File: src/rtl/tw_rx_pkg.sv
package tw_rx_pkg;

   typedef enum logic [1:0] {
      FMT_NONE  = 2'd0,
      FMT_SHORT = 2'd1,
      FMT_LONG  = 2'd2,
      FMT_FULL  = 2'd3
   } fmt_e;

   localparam int          SEL_W    = 2;
   localparam int          RATIO_W  = 11;
   localparam logic [1:0]  SEL_640  = 2'b00;
   localparam logic [1:0]  SEL_512  = 2'b01;
   localparam logic [1:0]  SEL_1024 = 2'b10;

   function automatic logic [RATIO_W-1:0] ratio_of(input logic [SEL_W-1:0] sel);
      logic [RATIO_W-1:0] r;
      if (sel[1])      r = RATIO_W'(1024);
      else if (sel[0]) r = RATIO_W'(512);
      else             r = RATIO_W'(640);
      return r;
   endfunction

endpackage

File: src/rtl/tw_sync.sv
module tw_sync #(
   parameter int W      = 3,
   parameter int STAGES = 2
) (
   input  logic         clk,
   input  logic         rst_n,
   input  logic [W-1:0] d_i,
   output logic [W-1:0] q_o
);

   generate
      if (STAGES == 0) begin : g_bypass
         assign q_o = d_i;
      end else begin : g_chain
         logic [W-1:0] stage_q [STAGES];
         always_ff @(posedge clk or negedge rst_n) begin
            if (!rst_n) begin
               for (int k = 0; k < STAGES; k++) stage_q[k] <= '0;
            end else begin
               stage_q[0] <= d_i;
               for (int k = 1; k < STAGES; k++) stage_q[k] <= stage_q[k-1];
            end
         end
         assign q_o = stage_q[STAGES-1];
      end
   endgenerate

endmodule

File: src/rtl/tw_shifter.sv
module tw_shifter #(
   parameter int WORD_W = 27,
   parameter int CNT_W  = 5
) (
   input  logic              clk,
   input  logic              rst_n,
   input  logic              en_s,
   input  logic              sclk_s,
   input  logic              dat_s,
   output logic [WORD_W-1:0] word_o,
   output logic [CNT_W-1:0]  cnt_o,
   output logic              done_o
);

   localparam logic [CNT_W-1:0] CNT_MAX = '1;

   logic              en_d;
   logic              sclk_d;
   logic              take;
   logic [WORD_W-1:0] word_q;
   logic [CNT_W-1:0]  cnt_q;

   assign take   = en_s & sclk_s & ~sclk_d;
   assign done_o = en_d & ~en_s;

   always_ff @(posedge clk or negedge rst_n) begin
      if (!rst_n) begin
         en_d   <= 1'b0;
         sclk_d <= 1'b0;
         word_q <= '0;
         cnt_q  <= '0;
      end else begin
         en_d   <= en_s;
         sclk_d <= sclk_s;
         if (done_o) begin
            cnt_q <= '0;
         end else if (take) begin
            word_q <= {word_q[WORD_W-2:0], dat_s};
            if (cnt_q != CNT_MAX) cnt_q <= cnt_q + 1'b1;
         end
      end
   end

   assign word_o = word_q;
   assign cnt_o  = cnt_q;

endmodule

File: src/rtl/tw_decode.sv
module tw_decode
   import tw_rx_pkg::*;
#(
   parameter int BAND_W  = 4,
   parameter int DIV_W   = 15,
   parameter int TEST_W  = 3,
   parameter int SPARE_W = 2,
   parameter int CNT_W   = 5,
   localparam int SEL_LSB   = SPARE_W,
   localparam int TEST_LSB  = SEL_LSB + SEL_W,
   localparam int CP_POS    = TEST_LSB + TEST_W,
   localparam int DIV_LSB   = CP_POS + 1,
   localparam int BAND_LSB  = DIV_LSB + DIV_W,
   localparam int LEN_FULL  = BAND_LSB + BAND_W,
   localparam int LEN_LONG  = BAND_W + DIV_W,
   localparam int LEN_SHORT = LEN_LONG - 1
) (
   input  logic [LEN_FULL-1:0] word_i,
   input  logic [CNT_W-1:0]    cnt_i,
   output fmt_e                fmt_o,
   output logic [BAND_W-1:0]   band_o,
   output logic [DIV_W-1:0]    div_o,
   output logic                cp_o,
   output logic [TEST_W-1:0]   test_o,
   output logic [SEL_W-1:0]    sel_o
);

   always_comb begin
      fmt_o  = FMT_NONE;
      band_o = '0;
      div_o  = '0;
      cp_o   = 1'b0;
      test_o = '0;
      sel_o  = SEL_640;
      if (cnt_i == CNT_W'(LEN_SHORT)) begin
         fmt_o  = FMT_SHORT;
         band_o = word_i[LEN_SHORT-1 -: BAND_W];
         div_o  = {1'b0, word_i[DIV_W-2:0]};
         sel_o  = SEL_512;
      end else if (cnt_i == CNT_W'(LEN_LONG)) begin
         fmt_o  = FMT_LONG;
         band_o = word_i[LEN_LONG-1 -: BAND_W];
         div_o  = word_i[DIV_W-1:0];
         sel_o  = SEL_1024;
      end else if (cnt_i == CNT_W'(LEN_FULL)) begin
         fmt_o  = FMT_FULL;
         band_o = word_i[BAND_LSB +: BAND_W];
         div_o  = word_i[DIV_LSB +: DIV_W];
         cp_o   = word_i[CP_POS];
         test_o = word_i[TEST_LSB +: TEST_W];
         sel_o  = word_i[SEL_LSB +: SEL_W];
      end
   end

endmodule

File: src/rtl/tw_rx.sv
module tw_rx
   import tw_rx_pkg::*;
#(
   parameter int BAND_W      = 4,
   parameter int DIV_W       = 15,
   parameter int TEST_W      = 3,
   parameter int SPARE_W     = 2,
   parameter int CNT_W       = 5,
   parameter int SYNC_STAGES = 2
) (
   input  logic               clk,
   input  logic               rst_n,
   input  logic               tw_en_i,
   input  logic               tw_clk_i,
   input  logic               tw_dat_i,
   output logic [BAND_W-1:0]  band_o,
   output logic [DIV_W-1:0]   div_o,
   output logic               cp_o,
   output logic [TEST_W-1:0]  test_o,
   output logic [SEL_W-1:0]   rsel_o,
   output logic [RATIO_W-1:0] ratio_o
);

   localparam int WORD_W  = BAND_W + DIV_W + 1 + TEST_W + SEL_W + SPARE_W;
   localparam int CNT_TOP = (1 << CNT_W) - 1;

   generate
      if (SYNC_STAGES < 0) begin : g_bad_sync
         $error("tw_rx: SYNC_STAGES must not be negative");
      end
      if (CNT_TOP <= WORD_W) begin : g_bad_cnt
         $error("tw_rx: CNT_W too narrow to tell overlong words apart");
      end
      if (DIV_W < 2 || BAND_W < 1 || TEST_W < 1) begin : g_bad_fields
         $error("tw_rx: field widths out of range");
      end
   endgenerate

   logic              en_s;
   logic              sclk_s;
   logic              dat_s;
   logic [WORD_W-1:0] shift_word;
   logic [CNT_W-1:0]  bit_cnt;
   logic              word_done;
   fmt_e              dec_fmt;
   logic [BAND_W-1:0] dec_band;
   logic [DIV_W-1:0]  dec_div;
   logic              dec_cp;
   logic [TEST_W-1:0] dec_test;
   logic [SEL_W-1:0]  dec_sel;
   logic              load;

   tw_sync #(.W(3), .STAGES(SYNC_STAGES)) sync_i (
      .clk   (clk),
      .rst_n (rst_n),
      .d_i   ({tw_en_i, tw_clk_i, tw_dat_i}),
      .q_o   ({en_s, sclk_s, dat_s})
   );

   tw_shifter #(.WORD_W(WORD_W), .CNT_W(CNT_W)) shift_i (
      .clk    (clk),
      .rst_n  (rst_n),
      .en_s   (en_s),
      .sclk_s (sclk_s),
      .dat_s  (dat_s),
      .word_o (shift_word),
      .cnt_o  (bit_cnt),
      .done_o (word_done)
   );

   tw_decode #(
      .BAND_W(BAND_W), .DIV_W(DIV_W), .TEST_W(TEST_W),
      .SPARE_W(SPARE_W), .CNT_W(CNT_W)
   ) dec_i (
      .word_i (shift_word),
      .cnt_i  (bit_cnt),
      .fmt_o  (dec_fmt),
      .band_o (dec_band),
      .div_o  (dec_div),
      .cp_o   (dec_cp),
      .test_o (dec_test),
      .sel_o  (dec_sel)
   );

   assign load = word_done & (dec_fmt != FMT_NONE);

   always_ff @(posedge clk or negedge rst_n) begin
      if (!rst_n) begin
         band_o  <= '0;
         div_o   <= '0;
         cp_o    <= 1'b0;
         test_o  <= '0;
         rsel_o  <= SEL_640;
         ratio_o <= ratio_of(SEL_640);
      end else if (load) begin
         band_o  <= dec_band;
         div_o   <= dec_div;
         rsel_o  <= dec_sel;
         ratio_o <= ratio_of(dec_sel);
         if (dec_fmt == FMT_FULL) begin
            cp_o   <= dec_cp;
            test_o <= dec_test;
         end
      end
   end

endmodule

File: config.mk
export PLATFORM = sky130hd
export DESIGN_NAME = tw_rx
export DESIGN_NICKNAME = d
export VERILOG_FILES = /design/src/rtl/tw_rx_pkg.sv /design/src/rtl/tw_sync.sv /design/src/rtl/tw_shifter.sv /design/src/rtl/tw_decode.sv /design/src/rtl/tw_rx.sv
export SDC_FILE = /design/constraint.sdc
export NUM_CORES = 1
export LEC_CHECK = 0
export CORE_MARGIN = 1.5
export CORE_UTILIZATION = 60
export CTS_CLUSTER_DIAMETER = 200
export DETAILED_ROUTE_END_ITERATION = 10
export DONT_BUFFER_PORTS = 1
export PLACE_DENSITY = 0.76
export SLEW_MARGIN = 5
export SYNTH_ARGS = -nofsm -noshare
export SYNTH_HDL_FRONTEND = slang
export SYNTH_HIERARCHICAL = 1
export SYNTH_SLANG_ARGS = --single-unit
File: constraint.sdc
create_clock -name clk -period 2.3 [get_ports clk]
set_input_delay 0.115 -clock clk [delete_from_list [all_inputs] [get_ports clk]]
set_output_delay 0.115 -clock clk [all_outputs]
set_load 0.005 [all_outputs]
==> run_results.csv <==
group,metric,value,unit
status,status,"finished clean",
worst_setup_path,r2r_end,"div_o[2]",
route,drt_iter0_drc,170,
worst_setup_path,crit_start,"shift_i/cnt_o[0]",
sta,finalCritPeriodShare,91.6,%
finish,num_antenna_cells,0,
sta,hold_violations,0,
floorplan,die_area,5550,sq um
sta,drv_slew,0,
worst_setup_path,crit_path_max_fanout,23,
sta,whs,0.319,ns
power_and_ir_drop,power,2.65,mW
power_and_ir_drop,leakagePower,1.63,nW
yosys,ys_seq_area_share,54.8,%
power_and_ir_drop,power_frac_comb,6.7,%
finish,layout.nets,224,
worst_setup_path,r2r_start,"shift_i/cnt_o[0]",
route,routed_via_density,6.01,
global_route,grt_start_max_net_pins,68,
finish,multiInputGateArea,1190,sq um
finish,drive_gt1_share,36.5,%
finish,final_util,68.4,%
worst_setup_path,endpoint,"div_o[2]",
finish,fill_cells,364,
sta,rsz0062_at_grt,"no",
placement,gp_congestion,0.878,
route,wirelength,5460,microns
route,route.detailed.drc,0,
floorplan,initial_utilization,63.6,%
sta,fin_skew,0.0123,ns
floorplan,core_area,4820,sq um
worst_setup_path,crit_chain,"or2_2, a21oi_1, o21ai_4, mux2_2",
min_path,hold_start,"tw_dat_i",
route,wire_per_inst,18.9,microns
worst_setup_path,crit_path_end_kind,"register",
power_and_ir_drop,p_sw,610,uW
worst_setup_path,critical_path_class,"register to register",
sta,period_needed,2.11,ns
yosys,synth_ff_type,"dfrtp_1",
yosys,yosys_warnings,6,
global_route,grt_pass1_vias,1755,
finish,ff_latch_area,1680,sq um
worst_setup_path,arrival,2.34,ns
yosys,synth-edff-count,0,
yosys,netlist_area,3060,sq um
placement,numPortBuffers,0,
route,ant_nets,0,
yosys,syn_inst,216,
worst_setup_path,cp-start-kind,"register",
power_and_ir_drop,peakVddDrop,0.531,mV
sta,tightest_slew,0.764,ns
placement,postPlaceCellArea,2990,sq um
floorplan,fp.dieH,74.5,microns
clocking,cts_made_buffers,9,
sta,setup_slack,0.193,ns
floorplan,io_pins,41,
floorplan,die_width,74.5,microns
finish,fin_cells,289,
route,dr.pass1.iters,4,
placement,dpl.cell_count,268,
worst_setup_path,crit_slowest_cell,"dfrtp_1",
worst_setup_path,crit_buf_inv,0,
route,vias,1736,
placement,post-dp-hpwl,3410,microns
clocking,h-tree-depth,3,
clocking,cts_max_path_buffers,2,
floorplan,fp-row-count,25,
global_route,antenna_found_initial,0,
power_and_ir_drop,clockPowerShare,42.1,%
global_route,grt_usage,21.9,%
clocking,cts_tree,"built",
worst_setup_path,cp_slowest_stage_delay,0.62,ns
worst_setup_path,r2r_slack,0.19,ns
placement,dp_slack,0.215,ns
sta,slew-limit-headroom,48.9,%
clocking,clock-sinks,67,
yosys,ys_ff_latch,67,
sta,max_freq,0.475,GHz
power_and_ir_drop,power_density,805,nW/um^2
clocking,clkTransAtPathRegs,0.07,ns
power_and_ir_drop,seqPwrFrac,51.3,%
finish,areaGrowthSynthToFinish,7.47,%
clocking,cts_root_buffer,"clkbuf_8",
yosys,avgSynthCellArea,14.2,sq um
worst_setup_path,path_depth,4,
global_route,overflow,0,
flow_run,max_cap_violations,0,
global_route,grt_first_pass_wirelength,8740,microns
clocking,post_cts_buffers,0,
power_and_ir_drop,cellInternalPower,2.04,mW
sta,setup_tns,0,ns
worst_setup_path,required,2.53,ns
yosys,ys_types,32,
worst_setup_path,path_delay_family,"compound AO/OA/AOI/OAI gates",
finish,final_area,3290,sq um
worst_setup_path,r2r_cells,4,
min_path,hold_path_class,"input pin to register",
sta,setup_violations,0,
power_and_ir_drop,swShare,23.0,%
yosys,async_flop_share,100,%
clocking,clock_latency,0.34,ns
## synthesized netlist by cell type (2+ instances only)
master	instances	share of area, %
a211oi_1	4	0.98
a21boi_0	4	0.98
a21oi_1	4	0.65
a32o_1	14	4.6
and3_1	6	1.2
buf_2	4	0.65
buf_4	13	3.2
buf_6	8	2.9
dfrtp_1	65	53
dfstp_2	2	1.7
ha_1	2	0.82
inv_1	3	0.37
mux2_2	46	17
mux2_4	8	3.9
mux2i_1	7	2.3
nand2_1	6	0.73
nand3_1	2	0.33
nand3b_1	2	0.49
nor2_1	2	0.25
o21ai_0	2	0.33
## logic make-up (layout without fill, tap and decap cells)
kind of cell               after synthesis  after routing  synth area share [%]
AOI/OAI and AO/OA                       30             30                  8.37
xor gates and xnor gates                 1              1                 0.286
adders and majority gates                2              2                 0.817
buffers and inverters                   28             27                  7.15
DFF                                     67             67                  54.8
muxes                                   61             61                  23.1
other                                    1              8                 0.122
and+or+nand+nor                         26             26                  5.35
## repair_timing
action | CTS | global route
endpoints found under the hold margin | 70 | 0
hold buffers | 5 | 0
gates resized for setup | 0 | 0
## per-layer routing
layer | part of all wire, % | wire (microns) | global-route usage [%] | vias to the layer above
met4 | 1.4 | 78 | 11.5 | 0
li1 | - | - | - | 766
met1 | 45 | 2460 | 28.5 | 892
met2 | 47 | 2570 | 32.8 | 66
met3 | 6.6 | 361 | 7.32 | 12
met5 | 0 | 0 | 0 | -
## flip-flops by register name, indices dropped and copies added (netlist names)
name and cells:
sync_i/g_chain.stage_q 3, shift_i/cnt_o 5, sync_i/q_o 3, rsel_o 1, band_o 4, cp_o 1
shift_i/word_o 27, ratio_o 3, div_o 15, shift_i/sclk_d 1, shift_i/en_d 1, test_o 3
## how the worst min path moves through the flow
stage                                     end  slack, ns  cells past startpoint
floorplan                           band_o[0]      -0.18                      0
global placement           shift_i/word_o[25]      -0.18                      0
detailed placement                  band_o[2]      -0.18                      0
CTS                 sync_i/g_chain.stage_q[3]       0.30                      1
global route        sync_i/g_chain.stage_q[3]       0.31                      1
finish              sync_i/g_chain.stage_q[3]       0.32                      1
## worst register-to-register path, cell delays in order (launching register included)
cell and delay, ns:
dfrtp_1 0.62, or2_2 0.21, a21oi_1 0.12, o21ai_4 0.62, mux2_2 0.43
## power groups by stage
| stage | registers [mW] | clock network, mW | logic (mW) |
|---|---|---|---|
| 6_report | 1.36 | 1.11 | 0.177 |
| 5_1_grt | 1.37 | 1.18 | 0.194 |
| 4_1_cts | 1.35 | 1.14 | 0.178 |
| 3_5_place_dp | 1.38 | 0 | 0.143 |
| 3_3_place_gp | 1.37 | 0 | 0.136 |
| 2_1_floorplan | 1.33 | 0 | 0.158 |
## final cells by class
cell class / instances / share of cell area [%]
multi-input cells: 128 / 36.2
repair buffers: 8 / 2.74
clock inverters: 5 / 2.58
inverters: 3 / 0.342
flip-flops and latches: 67 / 51.0
clock buffers: 11 / 4.60
well taps: 67 / 2.55
## cells in the final DEF (no fill, tap or decap), types with 3 or more instances in the layout
cell type,synthesis,routed
a211oi_1,4,4
a21boi_0,4,4
a21oi_1,4,4
a32o_1,14,14
and3_1,6,6
buf_4,13,3
clkbuf_8,0,11
conb_1,1,8
dfrtp_1,65,65
dlygate4sd3_1,0,4
inv_1,3,3
mux2_2,46,46
mux2_4,8,8
mux2i_1,7,7
nand2_1,6,6
(Power assumes the default switching activity.)
